===== config.mk =====
export PLATFORM = sky130hd
export DESIGN_NAME = credit_flit_tx
export DESIGN_NICKNAME = d
export VERILOG_FILES = /design/src/rtl/credit_tx_pkg.sv /design/src/rtl/credit_ledger.sv /design/src/rtl/flit_launch.sv /design/src/rtl/credit_flit_tx.sv
export SDC_FILE = /design/constraint.sdc
export NUM_CORES = 1
export LEC_CHECK = 0
export BUFFER_PORTS_ARGS = -buffer_cell sky130_fd_sc_hd__clkbuf_2
export CORE_ASPECT_RATIO = 2
export CORE_MARGIN = 3
export CORE_UTILIZATION = 25
export CTS_CLUSTER_DIAMETER = 120
export DETAILED_ROUTE_END_ITERATION = 8
export SYNTH_ARGS = -nofsm -noshare
export SYNTH_HDL_FRONTEND = slang
export SYNTH_HIERARCHICAL = 1
export SYNTH_SLANG_ARGS = --single-unit

===== constraint.sdc =====
create_clock -name clk -period 2.84 [get_ports clk]
set_input_delay 0.426 -clock clk [delete_from_list [all_inputs] [get_ports clk]]
set_output_delay 0.426 -clock clk [all_outputs]
set_load 0.02 [all_outputs]

===== src/rtl/credit_tx_pkg.sv =====
package credit_tx_pkg;

    typedef enum logic [1:0] {
        TX_IDLE  = 2'd0,
        TX_STALL = 2'd1,
        TX_SEND  = 2'd2
    } tx_state_e;

endpackage


===== src/rtl/credit_ledger.sv =====
module credit_ledger #(
    parameter int CREDIT_INIT = 4,
    parameter int RET_W       = 2,
    localparam int CNT_W      = $clog2(CREDIT_INIT + 1),
    localparam int SUM_W      = ((CNT_W > RET_W) ? CNT_W : RET_W) + 2
) (
    input  logic             clk,
    input  logic             rst_n,
    input  logic             take,
    input  logic             crd_return,
    input  logic             rsp_valid,
    input  logic [RET_W-1:0] rsp_credits,
    output logic [CNT_W-1:0] count,
    output logic             has_credit,
    output logic             overflow
);

    typedef struct packed {
        logic [CNT_W-1:0] cnt;
        logic             ovf;
    } ledger_s;

    ledger_s          st_d, st_q;
    logic [SUM_W-1:0] ret_sum;
    logic [SUM_W-1:0] total;

    always_comb begin
        st_d    = st_q;
        ret_sum = SUM_W'(crd_return) + (rsp_valid ? SUM_W'(rsp_credits) : '0);
        total   = SUM_W'(st_q.cnt) + ret_sum - SUM_W'(take);
        if (total > SUM_W'(CREDIT_INIT)) begin
            st_d.cnt = CNT_W'(CREDIT_INIT);
            st_d.ovf = 1'b1;
        end else begin
            st_d.cnt = CNT_W'(total);
        end
    end

    always_ff @(posedge clk) begin
        if (!rst_n) begin
            st_q.cnt <= CNT_W'(CREDIT_INIT);
            st_q.ovf <= 1'b0;
        end else begin
            st_q <= st_d;
        end
    end

    assign count      = st_q.cnt;
    assign has_credit = (st_q.cnt != '0);
    assign overflow   = st_q.ovf;


    credit_cap_chk: assert property (@(posedge clk) disable iff (!rst_n)
        count <= CNT_W'(CREDIT_INIT));


    no_take_at_zero_chk: assert property (@(posedge clk) disable iff (!rst_n)
        take |-> (count != '0));


    take_decrements_chk: assert property (@(posedge clk) disable iff (!rst_n)
        (take && !crd_return && !rsp_valid) |=> (count == $past(count) - CNT_W'(1)));


    overflow_sticky_chk: assert property (@(posedge clk) disable iff (!rst_n)
        overflow |=> overflow);

endmodule


===== src/rtl/flit_launch.sv =====
module flit_launch
    import credit_tx_pkg::*;
#(
    parameter int FLIT_W = 16
) (
    input  logic              clk,
    input  logic              rst_n,
    input  logic              fifo_empty,
    input  logic [FLIT_W-1:0] fifo_data,
    input  logic              has_credit,
    output logic              fifo_pop,
    output logic              tx_valid,
    output logic [FLIT_W-1:0] tx_flit
);

    typedef struct packed {
        tx_state_e         state;
        logic [FLIT_W-1:0] flit;
    } launch_s;

    launch_s st_d, st_q;

    always_comb begin
        st_d     = st_q;
        fifo_pop = !fifo_empty && has_credit;
        if (fifo_pop) begin
            st_d.state = TX_SEND;
            st_d.flit  = fifo_data;
        end else if (!fifo_empty) begin
            st_d.state = TX_STALL;
        end else begin
            st_d.state = TX_IDLE;
        end
    end

    always_ff @(posedge clk) begin
        if (!rst_n) begin
            st_q.state <= TX_IDLE;
            st_q.flit  <= '0;
        end else begin
            st_q <= st_d;
        end
    end

    assign tx_valid = (st_q.state == TX_SEND);
    assign tx_flit  = st_q.flit;


    pop_needs_data_chk: assert property (@(posedge clk) disable iff (!rst_n)
        fifo_pop |-> !fifo_empty);


    valid_follows_pop_chk: assert property (@(posedge clk) disable iff (!rst_n)
        tx_valid |-> $past(fifo_pop));


    flit_matches_head_chk: assert property (@(posedge clk) disable iff (!rst_n)
        fifo_pop |=> (tx_flit == $past(fifo_data)));

endmodule


===== src/rtl/credit_flit_tx.sv =====
module credit_flit_tx #(
    parameter int FLIT_W      = 16,
    parameter int CREDIT_INIT = 4,
    parameter int RET_W       = 2,
    localparam int CNT_W      = $clog2(CREDIT_INIT + 1)
) (
    input  logic              clk,
    input  logic              rst_n,
    input  logic              fifo_empty,
    input  logic [FLIT_W-1:0] fifo_data,
    output logic              fifo_pop,
    output logic              tx_valid,
    output logic [FLIT_W-1:0] tx_flit,
    input  logic              crd_return,
    input  logic              rsp_valid,
    input  logic [RET_W-1:0]  rsp_credits,
    output logic [CNT_W-1:0]  credits,
    output logic              credit_overflow
);

    logic have_credit;

    credit_ledger #(
        .CREDIT_INIT (CREDIT_INIT),
        .RET_W       (RET_W)
    ) ledger_i (
        .clk         (clk),
        .rst_n       (rst_n),
        .take        (fifo_pop),
        .crd_return  (crd_return),
        .rsp_valid   (rsp_valid),
        .rsp_credits (rsp_credits),
        .count       (credits),
        .has_credit  (have_credit),
        .overflow    (credit_overflow)
    );

    flit_launch #(
        .FLIT_W (FLIT_W)
    ) launch_i (
        .clk        (clk),
        .rst_n      (rst_n),
        .fifo_empty (fifo_empty),
        .fifo_data  (fifo_data),
        .has_credit (have_credit),
        .fifo_pop   (fifo_pop),
        .tx_valid   (tx_valid),
        .tx_flit    (tx_flit)
    );

endmodule


==> results.ini, run 1 <==
[layout]
drive_above_1_share_pct=34.62
n_antenna_cell=0
design_area_mm2=0.001361
stdcell_count=210
num-nets-final=189
syn_to_final_growth_pct=15.38

[cts]
clk_latency_ns=0.26
cts_root_buffer=clkbuf_8
numCtsBuffers=3
clkSinkCount=22
htreeDepth=1
clk_pin_slew_worst_paths_ns=0.08
cts_tree=built
cts_setup_buffers=0
cts_max_path_buffers=2

[worst_setup_path]
critPathCaptureType=flip-flop
r2r_slack_ns=0.24
start_kind=flip-flop
crit_fanout=6
crit_required_ns=2.98
rr_worst_depth=9
cp_data_arrival_time_ns=2.74
r2r-start=ledger_i/count[2]$_SDFF_PP1_
critPathKind=flip-flop to flip-flop
r2r-end=ledger_i/count[2]$_SDFF_PP1_

[sta]
holdWs_ns=0.3887
fmax_mhz=384.2
tightest_slew_ns=0.3347
fin_skew_ns=0.003478
drv_slew=0
rsz0062_at_grt=false
period_needed_ns=2.603
finalHoldViolCount=0
relSlewSlack_pct=77.48
setup_violations=0
period_share_pct=91.64
tns_ns=0

[synth]
ys_seq_elements=22
syn-num-nets=160
avgSynthCellArea_um2=9.146
ys_seq_area_share_pct=37.33
ys_types=25
ys_warn_count=6
ys_top_cells_by_area=dfxtp_1, mux2i_1, nand2_1
synth_cells=129
synth_top_cell_area_share_pct=37.33
synth_area_leader_cell=dfxtp_1
mappedNetlistArea_mm2=0.001180

[routing]
vias=898
drt-total-wl_um=2397
drt_first_iter_violations=5
wl_per_cell_um=11.41
ant_nets=0
viasPerCell=4.276
drt_first_pass_iters=4
drcViolationCount=0

[pwr]
p_total_uw=1086
ir_drop_uv=323.5
pwr_density_cell_mw_per_mm2=797.6
p_leak_uw=0.0006896

[place]
dp_cells=207
dp_hpwl_um=1912
port_buffers=44
gp_congestion=0.7139
placed_area_mm2=0.001313

[die]
die_x_um=54.58
die-area_mm2=0.005630
rows=34
io_pins=45
core_mm2=0.004467
start_util_pct=26.41
fp.dieH_um=103.2

[run_status]
status=completed

[global_route]
grtUsageTotal_pct=9.101
grt_first_pass_wirelength_um=3726
antenna_found_initial=0
overflow=0
grt_pass1_vias=867
grt_max_degree=36

[worst_hold_path]
min_path_type=input port to flip-flop
hold_depth=3
hp-start=fifo_data[8]
hold_end=launch_i/tx_flit[8]$_SDFFE_PN0P_

[job]
drv_cap=0

==> cell families (layout without fill, tap and decap cells) <==
group / after synthesis / in the layout / synth area share, %
xor gates and xnor gates: 1 / 1 / 0.7424
DFF: 22 / 22 / 37.33
AOI/OAI and AO/OA: 5 / 5 / 2.970
and+or+nand+nor: 46 / 46 / 18.24
muxes: 16 / 16 / 13.57
buffers and inverters: 31 / 58 / 17.39
adders and majority gates: 8 / 8 / 9.756
==> worst max-delay path: stages (launching register included) <==
cell and delay [ns]:
dfxtp_2 0.33, inv_2 0.09, nand3_1 0.11, nor2b_4 0.14, ha_1 0.30, fa_1 0.42
fa_1 0.44, xor2_2 0.18, o211ai_1 0.14, or3_1 0.32
==> how the worst max path moves through the flow <==
stage | from | end | cells past startpoint
5_1_grt | ledger_i/count[2]$_SDFF_PP1_ | ledger_i/count[1]$_SDFF_PP0_ | 9
3_5_place_dp | ledger_i/count[2]$_SDFF_PP1_ | ledger_i/count[2]$_SDFF_PP1_ | 9
4_1_cts | ledger_i/count[2]$_SDFF_PP1_ | ledger_i/count[2]$_SDFF_PP1_ | 9
3_3_place_gp | ledger_i/count[2]$_SDFF_PP1_ | ledger_i/count[2]$_SDFF_PP1_ | 9
2_1_floorplan | ledger_i/count[0]$_SDFF_PP0_ | ledger_i/count[2]$_SDFF_PP1_ | 11
6_report | ledger_i/count[2]$_SDFF_PP1_ | ledger_i/count[2]$_SDFF_PP1_ | 9
==> per-layer routing <==
| layer | track usage [%] | share of wire [%] | wire, µm | vias to the layer above |
|---|---|---|---|---|
| met5 | 0 | 0 | 0 | - |
| met4 | 5.182 | 2.3 | 55 | 0 |
| met3 | 0.7236 | 4.1 | 99 | 4 |
| met2 | 17.73 | 58 | 1393 | 23 |
| met1 | 8.533 | 35 | 849 | 419 |
| li1 | - | - | - | 452 |
==> state kept, by name, indices dropped and copies added, names as in the netlist <==
name and cells:
ledger_i/count 3, launch_i/tx_flit 16, ledger_i/overflow 1, launch_i/st_q 2
==> cell type report <==
type,count,area (µm²)
fill,515,3105
multi-input combinational,76,541.8
sequential,22,441.7
timing repair buffer,46,235.2
tap,54,67.56
clock buffer,3,41.29
inverter,9,33.78
==> cell usage in the layout, fill, tap and decap left out, types with 2 or more instances in the layout <==
cell,instances
a21oi_1,2
buf_4,2
clkbuf_2,44
clkbuf_8,3
dfxtp_1,21
fa_1,2
ha_1,6
inv_1,8
mux2i_1,16
nand2_1,34
nor2b_1,2
nor4_1,2
==> through the flow <==
step                      util, %  worst slack (ns)
after floorplan                 -          0.004259
after global placement      29.38            0.3057
after detailed placement    29.38            0.2066
after CTS                   30.31            0.2071
after global routing        30.48           0.03683
final                       30.48            0.2374
==> what timing repair did <==
item	4_1_cts	5_1_grt
hold buffers	0	0
endpoints found under the setup margin	0	2
resized for setup	0	1
==> report_power, final <==
| group | total [µW] | switching, µW | internal [µW] |
|---|---|---|---|
| logic | 509 | 298 | 211 |
| clock network | 188 | 93.4 | 94.4 |
| registers | 389 | 25.1 | 364 |
==> Yosys cell counts (all sizes together) <==
| master | count |
|---|---|
| nand2 | 34 |
| buf | 22 |
| dfxtp | 22 |
| mux2i | 16 |
| inv | 9 |
| ha | 6 |
| nor2b | 3 |
| a21oi | 2 |
| fa | 2 |
| nor4 | 2 |
| and2 | 1 |
| and3 | 1 |
| and3b | 1 |
| nand3 | 1 |
| nand3b | 1 |
| nor3b | 1 |
| o211ai | 1 |
| o221ai | 1 |
| o31a | 1 |
| or3 | 1 |
| xor2 | 1 |
Power figures use the tool's default switching activity.
==> run 2, diff against run 1 <==
--- a/config.mk
+++ b/config.mk
@@ -11,6 +11,7 @@
 export CORE_UTILIZATION = 25
 export CTS_CLUSTER_DIAMETER = 120
 export DETAILED_ROUTE_END_ITERATION = 8
+export SLEW_MARGIN = 5
 export SYNTH_ARGS = -nofsm -noshare
 export SYNTH_HDL_FRONTEND = slang
 export SYNTH_HIERARCHICAL = 1
==> constraint.sdc (replaced) <==
create_clock -name clk -period 3.1 [get_ports clk]
set_input_delay 0.465 -clock clk [delete_from_list [all_inputs] [get_ports clk]]
set_output_delay 0.465 -clock clk [all_outputs]
set_load 0.02 [all_outputs]
==> results.ini, run 2 (synthesis gave the netlist of run 1 again) <==
[routing]
wl_per_cell_um=11.51
drt_first_iter_violations=13
drt-total-wl_um=2417
drt_first_pass_iters=3
drcViolationCount=0
viasPerCell=4.243
vias=891
ant_nets=0

[cts]
cts_tree=built
cts_setup_buffers=0
cts_max_path_buffers=2
cts_hold_buf=0
clk_pin_slew_worst_paths_ns=0.09
ctsResizeCount=0
htreeDepth=1
clkSinkCount=22
numCtsBuffers=3
clk_latency_ns=0.27
cts_root_buffer=clkbuf_8

[sta]
setup_violations=0
fmax_mhz=364.8
relSlewSlack_pct=56.08
tns_ns=0
finalHoldViolCount=0
holdWs_ns=0.4119
period_needed_ns=2.741
fin_skew_ns=0.01086
rsz0062_at_grt=false
period_share_pct=88.42
drv_slew=0
tightest_slew_ns=0.6588

[layout]
final_cell_mix=clkbuf_2, nand2_1, dfxtp_1
syn_to_final_growth_pct=16.54
drive_above_1_share_pct=32.69
largest_reg_flops=16
layout_commonest_cell=clkbuf_2
design_area_mm2=0.001375
num-fill-cells=527
num-nets-final=188
n_antenna_cell=0

[place]
placed_area_mm2=0.001304
port_buffers=44
gp_congestion=0.7439
dp_hpwl_um=1935

[job]
drv_cap=0

[global_route]
grt_first_pass_wirelength_um=3795
overflow=0
grtUsageTotal_pct=9.303
grt_max_degree=37
antenna_found_initial=0
grt_pass1_vias=861

[die]
rows=34
die_x_um=54.58
fp.dieH_um=103.2
core_mm2=0.004467
die-area_mm2=0.005630
io_pins=45
start_util_pct=26.41

[worst_setup_path]
cp_data_arrival_time_ns=2.90
start_kind=flip-flop
crit_fanout=6
critPathCaptureType=flip-flop
rr_worst_depth=9
r2r_slack_ns=0.36
r2r-end=ledger_i/count[2]$_SDFF_PP1_
crit_required_ns=3.26
r2r-start=ledger_i/count[2]$_SDFF_PP1_
critPathKind=flip-flop to flip-flop

[pwr]
p_leak_uw=0.0007004
pwr_density_cell_mw_per_mm2=788.3
ir_drop_uv=310.6

[worst_hold_path]
hold_depth=3
hold_end=launch_i/tx_flit[3]$_SDFFE_PN0P_
hp-start=fifo_data[3]
min_path_type=input port to flip-flop

[run_status]
status=completed

-- run 2: cell count changes in the layout (fill, tap and decap cells not counted), sizes merged --
cell    delta
buf        -1
bufinv     +1
-- run 2: through the flow --
stage | worst slack [ns] | total power, µW | instances | utilization (%)
2_1_floorplan | 0.1964 | 739.0 | 129 | -
3_3_place_gp | 0.4932 | 817.3 | 206 | 29.19
3_5_place_dp | 0.3787 | 819.0 | 206 | 29.19
4_1_cts | 0.3744 | 1101 | 210 | 30.78
5_1_grt | 0.1901 | 1163 | 210 | 30.78
6_report | 0.3590 | 1084 | 210 | 30.78
-- run 2: worst max-delay path by stage --
stage	endpoint	slack (ns)	from
global route	ledger_i/count[2]$_SDFF_PP1_	0.19	ledger_i/count[2]$_SDFF_PP1_
detailed placement	ledger_i/count[2]$_SDFF_PP1_	0.38	ledger_i/count[2]$_SDFF_PP1_
global placement	ledger_i/count[2]$_SDFF_PP1_	0.49	ledger_i/count[2]$_SDFF_PP1_
floorplan	ledger_i/count[2]$_SDFF_PP1_	0.20	ledger_i/count[2]$_SDFF_PP1_
finish	ledger_i/count[2]$_SDFF_PP1_	0.36	ledger_i/count[2]$_SDFF_PP1_
CTS	ledger_i/count[2]$_SDFF_PP1_	0.37	ledger_i/count[2]$_SDFF_PP1_
-- run 2: layout make-up --
cell class	count	area, µm²	share of cell area [%]
clock inverter	1	30.03	2.184
multi-input combinational	76	534.3	38.85
sequential	22	440.4	32.03
timing repair buffer	45	227.7	16.56
inverter	9	33.78	2.457
clock buffer	3	41.29	3.003
tap	54	67.56	4.914
-- run 2: layer usage --
metal | GRT usage, % | part of all wire, % | up-vias
met5 | 0 | 0 | -
met4 | 4.607 | 1.7 | 0
met3 | 0.8683 | 2.7 | 2
met2 | 17.91 | 57 | 20
met1 | 9.164 | 38 | 418
li1 | - | - | 451
-- run 2: worst max-delay path, cell delays in order, from the launching register on --
cell      delay (ns)
dfxtp_1         0.32
inv_1           0.14
nand3_1         0.14
nor2b_4         0.15
ha_1            0.30
fa_1            0.42
fa_1            0.42
xor2_1          0.21
o211ai_1        0.16
or3_1           0.35
-- run 2: power breakdown --
part / switching (µW) / leakage (µW) / internal [µW] / total (µW)
sequential: 22.1 / 0.000181 / 332 / 354
clock: 100 / 0.0000357 / 172 / 273
combinational: 271 / 0.000483 / 186 / 457
total: 394 / 0.000700 / 690 / 1080
